[config.mk]
export PLATFORM = sky130hd
export DESIGN_NAME = ccd_capture_seq
export DESIGN_NICKNAME = d
export VERILOG_FILES = /design/src/rtl/ccd_seq_pkg.sv /design/src/rtl/ccd_step_counter.sv /design/src/rtl/ccd_col_classifier.sv /design/src/rtl/ccd_capture_seq.sv
export SDC_FILE = /design/constraint.sdc
export NUM_CORES = 1
export LEC_CHECK = 0
export BUFFER_PORTS_ARGS = -buffer_cell sky130_fd_sc_hd__buf_2
export CAP_MARGIN = 40
export CORE_ASPECT_RATIO = 0.75
export CORE_MARGIN = 2
export CORE_UTILIZATION = 60
export CTS_BUF_LIST = sky130_fd_sc_hd__clkbuf_8
export CTS_CLUSTER_DIAMETER = 40
export DETAILED_ROUTE_END_ITERATION = 12
export PLACE_DENSITY = 0.82
export SYNTH_ARGS = -nofsm -noshare
export SYNTH_HDL_FRONTEND = slang
export SYNTH_HIERARCHICAL = 1
export SYNTH_SLANG_ARGS = --single-unit
[constraint.sdc]
create_clock -name clk -period 4.8 [get_ports clk]
set_input_delay 0.48 -clock clk [delete_from_list [all_inputs] [get_ports clk]]
set_output_delay 0.48 -clock clk [all_outputs]
set_load 0.1 [all_outputs]
[src/rtl/ccd_seq_pkg.sv]
// Shared types for the capture sequencer.
// Assumes: nothing beyond standard SystemVerilog.
package ccd_seq_pkg;

    typedef enum logic [2:0] {
        ST_IDLE,
        ST_ERASE,
        ST_EXPOSE,
        ST_SHIFT,
        ST_STEP,
        ST_READ,
        ST_HAND
    } seq_state_t;

    typedef enum logic [1:0] {
        PIX_NONE   = 2'd0,
        PIX_DUMMY  = 2'd1,
        PIX_BLACK  = 2'd2,
        PIX_ACTIVE = 2'd3
    } pix_class_t;

    function automatic int max_of3(input int a, input int b, input int c);
        int m;
        m = (a > b) ? a : b;
        return (m > c) ? m : c;
    endfunction

endpackage

[src/rtl/ccd_step_counter.sv]
// Plain up-counter with a synchronous clear. Clear wins over increment.
// Assumes: the owner clears it before it can wrap.
module ccd_step_counter #(
    parameter int W = 8
) (
    input  logic         clk,
    input  logic         rst_n,
    input  logic         clr,
    input  logic         inc,
    output logic [W-1:0] q
);

    // count register
    always_ff @(posedge clk) begin
        if (!rst_n)   q <= '0;
        else if (clr) q <= '0;
        else if (inc) q <= q + 1'b1;
    end

endmodule

[src/rtl/ccd_col_classifier.sv]
// Maps a column index to its pixel class: discard, black reference or active.
// Assumes: DUMMY_PIX + BLACK_PIX <= COLS.
module ccd_col_classifier
    import ccd_seq_pkg::*;
#(
    parameter int COLS      = 680,
    parameter int DUMMY_PIX = 4,
    parameter int BLACK_PIX = 22,
    localparam int CW       = $clog2(COLS)
) (
    input  logic          valid,
    input  logic [CW-1:0] col,
    output logic [1:0]    cls
);

    localparam int BLACK_END = DUMMY_PIX + BLACK_PIX;

    // region compare
    always_comb begin
        if (!valid)                      cls = PIX_NONE;
        else if (int'(col) < DUMMY_PIX)  cls = PIX_DUMMY;
        else if (int'(col) < BLACK_END)  cls = PIX_BLACK;
        else                             cls = PIX_ACTIVE;
    end

endmodule

[src/rtl/ccd_capture_seq.sv]
// Capture sequencer for a frame-transfer sensor: erase, exposure, fast
// image-to-storage shift, then row step + pixel readout for every row, then
// host hand-off. All gate outputs are decoded from registered state.
// Assumes: one clock, synchronous active-low reset, start_req synchronous.
module ccd_capture_seq
    import ccd_seq_pkg::*;
#(
    parameter int RESET_CYC = 25,
    parameter int IW        = 10,
    parameter int ROWS      = 500,
    parameter int COLS      = 680,
    parameter int DUMMY_PIX = 4,
    parameter int BLACK_PIX = 22,
    localparam int CW       = $clog2(COLS)
) (
    input  logic          clk,
    input  logic          rst_n,
    input  logic          start_req,
    input  logic [IW-1:0] integ_cycles,
    output logic          drain_reset,
    output logic          image_gate,
    output logic          store_gate,
    output logic          serial_gate,
    output logic          row_go,
    output logic          pix_valid,
    output logic [1:0]    pix_class,
    output logic [CW-1:0] pix_col,
    output logic          busy,
    output logic          host_go
);

    localparam int CNT_MAX = max_of3(RESET_CYC, 2 ** IW, 2 * max_of3(ROWS, COLS, 1));
    localparam int CNTW    = $clog2(CNT_MAX + 1);
    localparam int RW      = (ROWS > 1) ? $clog2(ROWS) : 1;

    localparam logic [CNTW-1:0] ERASE_LAST = CNTW'(RESET_CYC - 1);
    localparam logic [CNTW-1:0] SHIFT_LAST = CNTW'(2 * ROWS - 1);
    localparam logic [CNTW-1:0] READ_LAST  = CNTW'(2 * COLS - 1);
    localparam logic [CNTW-1:0] STEP_LAST  = CNTW'(1);
    localparam logic [RW-1:0]   ROW_LAST   = RW'(ROWS - 1);

    seq_state_t      st;
    logic            start_q;
    logic            start_edge;
    logic [IW-1:0]   integ_q;
    logic [CNTW-1:0] cyc;
    logic [RW-1:0]   row;
    logic            phase_end;
    logic            cyc_clr;
    logic            row_clr;
    logic            row_inc;
    logic            in_read_pix;

    // start request edge detector
    always_ff @(posedge clk) begin
        if (!rst_n) start_q <= 1'b0;
        else        start_q <= start_req;
    end
    assign start_edge = start_req & ~start_q;

    // exposure length, latched on an accepted start (0 taken as 1)
    always_ff @(posedge clk) begin
        if (!rst_n)
            integ_q <= IW'(1);
        else if (st == ST_IDLE && start_edge)
            integ_q <= (integ_cycles == '0) ? IW'(1) : integ_cycles;
    end

    // end of the current phase
    always_comb begin
        unique case (st)
            ST_ERASE:  phase_end = (cyc == ERASE_LAST);
            ST_EXPOSE: phase_end = (cyc == CNTW'(integ_q - IW'(1)));
            ST_SHIFT:  phase_end = (cyc == SHIFT_LAST);
            ST_STEP:   phase_end = (cyc == STEP_LAST);
            ST_READ:   phase_end = (cyc == READ_LAST);
            default:   phase_end = 1'b0;
        endcase
    end

    assign cyc_clr = phase_end || (st == ST_IDLE) || (st == ST_HAND);
    assign row_clr = (st == ST_SHIFT);
    assign row_inc = (st == ST_READ) && phase_end;

    ccd_step_counter #(.W(CNTW)) i_cyc_cnt (
        .clk  (clk),
        .rst_n(rst_n),
        .clr  (cyc_clr),
        .inc  (1'b1),
        .q    (cyc)
    );

    ccd_step_counter #(.W(RW)) i_row_cnt (
        .clk  (clk),
        .rst_n(rst_n),
        .clr  (row_clr),
        .inc  (row_inc),
        .q    (row)
    );

    // phase sequencing
    always_ff @(posedge clk) begin
        if (!rst_n) begin
            st <= ST_IDLE;
        end else begin
            unique case (st)
                ST_IDLE:   if (start_edge) st <= ST_ERASE;
                ST_ERASE:  if (phase_end)  st <= ST_EXPOSE;
                ST_EXPOSE: if (phase_end)  st <= ST_SHIFT;
                ST_SHIFT:  if (phase_end)  st <= ST_STEP;
                ST_STEP:   if (phase_end)  st <= ST_READ;
                ST_READ:   if (phase_end)  st <= (row == ROW_LAST) ? ST_HAND : ST_STEP;
                ST_HAND:                   st <= ST_IDLE;
                default:                   st <= ST_IDLE;
            endcase
        end
    end

    // gate and status decode
    assign in_read_pix = (st == ST_READ) && cyc[0];
    assign drain_reset = (st == ST_ERASE);
    assign image_gate  = (st == ST_SHIFT) && !cyc[0];
    assign store_gate  = ((st == ST_SHIFT) && !cyc[0]) || ((st == ST_STEP) && cyc == '0);
    assign serial_gate = ((st == ST_STEP) && cyc == STEP_LAST) || ((st == ST_READ) && !cyc[0]);
    assign row_go      = (st == ST_READ) && (cyc == '0);
    assign pix_valid   = in_read_pix;
    assign pix_col     = in_read_pix ? cyc[CW:1] : '0;
    assign busy        = (st != ST_IDLE) && (st != ST_HAND);
    assign host_go     = (st == ST_HAND);

    ccd_col_classifier #(
        .COLS     (COLS),
        .DUMMY_PIX(DUMMY_PIX),
        .BLACK_PIX(BLACK_PIX)
    ) i_classifier (
        .valid(pix_valid),
        .col  (pix_col),
        .cls  (pix_class)
    );

    // an accepted start enters the erase phase with busy set
    a_r1_start_erase: assert property (@(posedge clk) disable iff (!rst_n)
        (st == ST_IDLE && start_edge) |=> (drain_reset && busy));

    // the erase pulse can only begin from idle
    a_r2_erase_from_idle: assert property (@(posedge clk) disable iff (!rst_n)
        $rose(drain_reset) |-> $past(st == ST_IDLE));

    // the image gate never pulses without the storage gate
    a_r4_shift_pair: assert property (@(posedge clk) disable iff (!rst_n)
        image_gate |-> store_gate);

    // a lone storage pulse is followed by the serial load pulse
    a_r5_step_order: assert property (@(posedge clk) disable iff (!rst_n)
        (store_gate && !image_gate) |=> (serial_gate && !store_gate));

    // gates never overlap across phases
    a_r6_gate_excl: assert property (@(posedge clk) disable iff (!rst_n)
        $onehot0({drain_reset, image_gate, serial_gate}));

    // column zero of every row is a discard pixel
    a_r7_first_dummy: assert property (@(posedge clk) disable iff (!rst_n)
        (pix_valid && pix_col == '0) |-> (pix_class == PIX_DUMMY));

    // the host go pulse follows a busy cycle and comes with busy low
    a_r8_handoff: assert property (@(posedge clk) disable iff (!rst_n)
        $rose(host_go) |-> (!busy && $past(busy)));

    // no new erase while a capture is running
    a_r9_no_restart: assert property (@(posedge clk) disable iff (!rst_n)
        busy |=> !$rose(drain_reset));

endmodule

==> run metrics, run 1 <==
status complete, no violations; clk buf depth 2; Rel. slew slack between 30 and 40%; post-synthesis cell type count just over 60; Sink Count 34; final hold viol count 0; number of synthesized flops with an enable pin 0; DR pass1 iterations 5; sequential cell area fraction in the yosys report 27.4%; NumNets Final roughly 360; LEAKAGE about 1.1 nW; startpoint types flip-flop; most common flop cell mapped by yosys dfxtp_1; Buffers on Ports 32; Post-route DRC 0; Mapped Avg Cell Area 7.90 um^2; Worst Setup SP st[1]; setup ws final roughly 0.88 ns; area delta synth->final 9.95%; Max Cap Viol 0; R2R Setup Slk roughly 0.88 ns; yosys warns 6; CTS Hold Buffers Added 0; routed vias 2,498; worst r2r src st[1]; initial antenna violation count 0; Worst path top cell family by delay simple AND/OR/NAND/NOR gates; Clock Latency Late Sink around 0.29 ns; drt wl/cell 15.6 um; critical-path cell list nand2b_1, or4_4, and4_4, or4_1, or4b_1, nor3_1, buf_4, nand4_4, or4_1, nand2_1; crit path time final ~4 ns; GR Util All Layers 27.6%; fmax between 0.2 and 0.3 GHz; Crit path depth 10; vias in the first global route 2,111; CP required between 5 and 6 ns; antenna cells 0; post-route antenna net violation count 0; largest net degree at the start of global routing 20; Num CTS Buffers 5; register bit count reported by yosys 34; post-route clock period utilization between 80% and 90%; hold crit path type primary input to flip-flop; CP bufs+invs 1; CTS tree yes; Tightest Pin Transition approximately 0.9 ns; Max H-tree Level 2; Via density about 6.3; drt total wl roughly 6200 um; register clock-pin slew on the reported worst setup and hold paths roughly 0.070 ns; gate count of the mapped netlist 315; Routability Congestion just under 1; area of the mapped netlist around 0.0025 mm^2; reg2reg path depth 10; post-CTS sizing 0; synth top area cells dfxtp_1, mux2i_1, nor2b_1; Initial Util 61.8%; Max Slew Vio Count 0; post-synth top area share between 20 and 30%; Die W approximately 80 um; GR Overflow Total 0; dpl hpwl between 4000 and 5000 um; Setup Buffers After CTS 0; row cnt 20; Die ar. around 0.0047 mm^2; core area 0.00403 mm^2; Iteration-0 DRC Markers 240; critical path endpoint i_row_cnt/q[7]; arrival time at the worst endpoint around 4.2 ns; Reg-to-Reg End i_row_cnt/q[7]; die span in y ~60 um; CP max stage delay 0.66 ns; ys async rst share 0%; post-synth top area cell dfxtp_1; # IOs 33; # setup viols final 0; maximum fanout along the worst path 17; Power Density approximately 400 mW/mm^2; Worst setup EP type flip-flop; CP dominant cell by count or4_1; skew final about 0.0072 ns; first-pass GRT wire length slightly above 10,000 um; VDD IR max about 0.26 mV; unrepaired setup endpoints after global routing false; WS Path Type flip-flop to flip-flop; root buffer cell clkbuf_8; layout cell share with drive strength beyond 1 between 15 and 20%; WHS between 0.3 and 0.4 ns; pre-CTS WS 0.936 ns; CP max-delay cell dfxtp_1; post-route setup TNS 0 ns
-- layout by cell type (no fill, tap or decap), types with 9 or more instances in the layout --
cell	n
nand2_1	20
a21oi_1	17
o21ai_0	12
nor3_1	11
or3_1	9
buf_2	32
mux2i_1	14
nor2b_1	14
nand3_1	10
nor4_1	10
dfxtp_1	34
nor2_1	23
and2_1	12
inv_1	14
-- sequential cells by signal (all words and copies together), names as in the netlist --
| name | cells |
|---|---|
| start_q | 1 |
| integ_q | 10 |
| i_row_cnt/q | 9 |
| i_cyc_cnt/q | 11 |
| st | 3 |
-- stage by stage --
step | cell area [um^2] | cells | utilization (%) | total power [mW]
finish | 2740 | 398 | 67.9 | 1.07
global route | 2740 | 398 | 67.9 | 1.13
CTS | 2740 | 398 | 67.9 | 1.06
detailed placement | 2640 | 390 | 65.6 | 0.843
global placement | 2640 | 390 | 65.6 | 0.835
floorplan | 2520 | 319 | - | 0.771
-- area by class of cell --
cell class / instances / area, um^2
tap: 55 / 68.8
timing repair buffer: 34 / 175
inverter: 14 / 52.6
multi-input combinational: 253 / 1660
clock buffer: 6 / 82.6
clock inverter: 2 / 12.5
sequential: 34 / 681
fill: 336 / 1290
-- power by group --
| group | internal [mW] | leakage [nW] | switching, mW | total, mW |
|---|---|---|---|---|
| registers | 0.306 | 0.276 | 0.0613 | 0.367 |
| logic | 0.159 | 0.748 | 0.320 | 0.479 |
| clock network | 0.115 | 0.0472 | 0.107 | 0.222 |
-- routing by layer --
layer	track usage [%]	share of wire, %	wire, um
met1	39.6	48	2980
met4	5.01	0.44	27
met5	0	0	0
met3	5.74	7.0	434
met2	43.6	44	2750
-- cells in the mapped netlist, types with 9 or more instances --
library cell  instances
inv_1                14
or3_1                 9
o21ai_0              12
mux2i_1              14
nand2_1              20
nand3_1              10
nor2b_1              14
and2_1               12
a21oi_1              17
nor2_1               23
dfxtp_1              34
nor4_1               10
nor3_1               11
-- worst min-delay path by stage --
stage | startpoint | endpoint | slack, ns | cells after the start
2_1_floorplan | i_row_cnt/q[8] | i_row_cnt/q[8] | 0.46 | 2
3_3_place_gp | i_row_cnt/q[8] | i_row_cnt/q[8] | 0.48 | 2
3_5_place_dp | i_row_cnt/q[8] | i_row_cnt/q[8] | 0.51 | 2
4_1_cts | start_req | start_q | 0.40 | 2
5_1_grt | start_req | start_q | 0.42 | 2
6_report | start_req | start_q | 0.40 | 2
-- cell families (layout without fill, tap and decap cells) --
kind of cell / after synthesis / count (layout) / synth area share [%]
other: 1 / 5 / 0.151
DFF: 34 / 34 / 27.4
and+or+nand+nor: 149 / 149 / 34.8
buffers and inverters: 32 / 56 / 6.94
adders and majority gates: 3 / 3 / 1.51
xor gates and xnor gates: 12 / 12 / 4.22
AOI/OAI and AO/OA: 69 / 69 / 18.9
muxes: 15 / 15 / 6.08
(Power assumes the default switching activity.)
==> run 2: changes to the inputs <==
ABC_AREA = 1   (was unset)
CORE_UTILIZATION = 54   (was 60)
PLACE_DENSITY = 0.77   (was 0.82)
clock period = 3.5 ns   (was 4.8 ns; I/O delays follow)
==> run 2 against run 1 <==
  * Cell area increased by 5.3%
  * Worst hold slack got worse by 0.15 ns
  * Sequential power increased by 38%
  * Global-route usage decreased by 2.8 points
  * Routed wire length decreased by 2.1%
  * Sequential share of layout area decreased by 1.2 points
  * Die area increased by 11%
  * Worst setup slack got worse by 0.50 ns
  * Largest cell class unchanged
  * Largest power group unchanged
==> run metrics, run 2 <==
Fillers 449 (was 336); row cnt 21 (was 20); arrival time at the worst endpoint 2.77 ns (was 4.16 ns); post-CTS sizing 0 (unchanged); GR Overflow Total 0 (unchanged); WS Path Type flip-flop to output pin (was flip-flop to flip-flop); Tightest Pin Transition 0.763 ns (was 0.910 ns); reg2reg path depth 16 (was 10); layout cell share with drive strength beyond 1 18.3% (was 16.3%); Num CTS Buffers 5 (unchanged); # setup viols final 0 (unchanged); worst min-delay path endpoint start_q (unchanged); post-synthesis cell type count 32 (was 61); CP max stage delay 0.55 ns (was 0.66 ns); post-route antenna net violation count 0 (unchanged); Power Density 576 mW/mm^2 (was 391 mW/mm^2); Sink Count 34 (unchanged); vias in the first global route 2,244 (was 2,111); Gate power share 47.9% (was 44.8%); Net Count, Synth ~440; synth top area cells dfxtp_1, nand2_1, nor2_1 (was dfxtp_1, mux2i_1, nor2b_1); Flop pwr share 30.6% (was 34.4%); Placed Instances 502 (was 390); post-synth top area share 27.3% (was 27.4%); Routability Congestion 1.01 (was 0.963); Buffers on Ports 32 (unchanged); CP required 3.15 ns (was 5.04 ns); Largest regs i_cyc_cnt/q x11, integ_q x10, i_row_cnt/q x9 (unchanged); startpoint types flip-flop (unchanged); maximum fanout along the worst path 10 (was 17); Via density 5.30 (was 6.28); first-pass GRT wire length 10,100 um (about the same); fmax approximately 0.32 GHz; dpl hpwl 4840 um (was 4580 um); status complete, no violations (unchanged); min-delay src start_req (unchanged); DR pass1 iterations 5 (unchanged); drt wl/cell 11.9 um (was 15.6 um); register clock-pin slew on the reported worst setup and hold paths 0.07 ns (about the same); most common cell after layout, fill and taps aside nand2_1 (was dfxtp_1); sw power 0.791 mW (was 0.488 mW); Reg area 681 um^2 (unchanged); unrepaired setup endpoints after global routing false (unchanged); Die ar. 0.00519 mm^2 (was 0.00468 mm^2); sequential cell area fraction in the yosys report 27.3% (was 27.4%); Max Slew Vio Count 0 (unchanged); clk buf depth 2 (unchanged); CTS tree yes (unchanged); worst r2r src st[1] (unchanged); hold crit path type primary input to flip-flop (unchanged); Initial Util 55.9% (was 61.8%); Max H-tree Level 2 (unchanged); post-route setup TNS 0 ns (unchanged); initial antenna violation count 0 (unchanged); Post-route DRC 0 (unchanged); CTS Hold Buffers Added 0 (unchanged); top-count cell post-synth nand2_1 (was dfxtp_1); most frequent cells after synthesis nand2_1, nor2_1, inv_1 (was dfxtp_1, nor2_1, nand2_1); critical-path cell list nand2_4, inv_1, nand2_1, nor2_4, clkinv_2, nor2_4, nand2_1, nor2_1, nor2_1, a21oi_4, buf_2 (was nand2b_1, or4_4, and4_4, or4_1, or4b_1, nor3_1, buf_4, nand4_4, or4_1, nand2_1); Worst setup EP type output pin (was flip-flop); Max Cap Viol 0 (unchanged); post-synth top area cell dfxtp_1 (unchanged); GR Util All Layers 24.8% (was 27.6%); Mapped Avg Cell Area 5.94 um^2 (was 7.90 um^2); root buffer cell clkbuf_8 (unchanged); largest net degree at the start of global routing 20 (unchanged); R2R Setup Slk 0.76 ns (was 0.88 ns); total chip power 1.66 mW (was 1.07 mW); area of the mapped netlist 0.00250 mm^2 (was 0.00249 mm^2); Setup Buffers After CTS 0 (unchanged); antenna cells 0 (unchanged); commonest cells after routing, fill and taps aside nand2_1, nor2_1, inv_1 (was dfxtp_1, buf_2, nor2_1); area delta synth->final 15.4% (was 9.95%); final hold viol count 0 (unchanged); gate count of the mapped netlist 420 (was 315); Clock Latency Late Sink 0.29 ns (about the same); Rel. slew slack 48.9% (was 38.8%); ys async rst share 0% (unchanged); post-route clock period utilization approximately 89%; VDD IR max 0.641 mV (was 0.264 mV); skew final 0.00863 ns (was 0.00718 ns); Final Non-Filler Cells 510 (was 398); NumNets Final 468 (was 358); Die W 82.5 um (was 78.4 um); drt total wl 6070 um (was 6200 um); largest reg by FF count i_cyc_cnt/q (unchanged); Clk pwr share 21.5% (was 20.8%); P_int 0.868 mW (was 0.581 mW); Reg-to-Reg End i_row_cnt/q[8] (was i_row_cnt/q[7]); yosys warns 6 (unchanged); register bit count reported by yosys 34 (unchanged); # IOs 33 (unchanged); die span in y 62.9 um (was 59.8 um); number of synthesized flops with an enable pin 0 (unchanged); crit path time final 3.12 ns; Iteration-0 DRC Markers 177 (was 240); Worst Hold Depth 3 (was 2); LEAKAGE 1.33 nW (was 1.07 nW); Largest register FFs 11 (unchanged); CP max-delay cell dfxtp_1 (unchanged); most common flop cell mapped by yosys dfxtp_1 (unchanged); core area 0.00447 mm^2 (was 0.00403 mm^2); multi-input logic area 0.00163 mm^2 (was 0.00166 mm^2); sw frac 47.7% (was 45.7%); routed vias 2,703 (was 2,498); Util after Layout 64.5% (was 67.9%)
## run 2: logic make-up after synthesis
logic type / after synthesis / share of synthesized area [%]
simple gates: 266 / 48.7
fa+ha+maj: 3 / 1.50
compound gates: 49 / 11.1
buf+inv: 67 / 11.3
flops: 34 / 27.3
other cells: 1 / 0.150
## run 2: metrics by stage
stage	cell area (um^2)	hold WS, ns	worst slack (ns)
after detailed placement	2770	0.489	0.708
after floorplan	2590	0.426	-0.0415
after CTS	2880	0.251	0.379
after global placement	2770	0.476	0.780
final	2880	0.250	0.379
after global routing	2880	0.260	0.217
## run 2: area by class of cell
| cell class | count | area share (%) |
|---|---|---|
| inverters | 60 | 7.99 |
| clock inverters | 3 | 1.39 |
| multi-input cells | 319 | 56.6 |
| clock buffers | 5 | 2.39 |
| repair buffers | 32 | 5.56 |
| well taps | 57 | 2.48 |
| flip-flops and latches | 34 | 23.6 |
## run 2: worst max path at each step
stage / startpoint / endpoint / slack, ns / depth (start not counted)
floorplan: st[1] / pix_class[0] / -0.04 / 12
global placement: st[0] / pix_class[0] / 0.78 / 11
detailed placement: st[0] / pix_class[0] / 0.71 / 11
CTS: st[0] / pix_class[0] / 0.38 / 11
finish: st[0] / pix_class[0] / 0.38 / 11
global route: st[0] / pix_class[0] / 0.22 / 11
## run 2: layer usage
metal  track usage, %  wire, um  up-vias
met2             36.1      2550       68
met4             5.74        49        0
met3             4.77       338        7
li1                 -         -     1422
met1             37.4      3130     1206
met5                0         0        -
## run 2: worst max-delay path: cells and delay by family, from the launching register on
kind                   cells  cell delay [ns]
AND/OR/NAND/NOR            7             1.00
buffers and inverters      3             0.83
flip-flops                 1             0.55
AO/OA/AOI/OAI              1             0.10
## run 2: power by group through the flow
stage / clock, mW / combinational (mW) / sequential, mW
floorplan: 0 / 0.705 / 0.475
global placement: 0 / 0.783 / 0.516
detailed placement: 0 / 0.782 / 0.515
CTS: 0.367 / 0.788 / 0.507
global route: 0.384 / 0.886 / 0.517
finish: 0.356 / 0.795 / 0.507
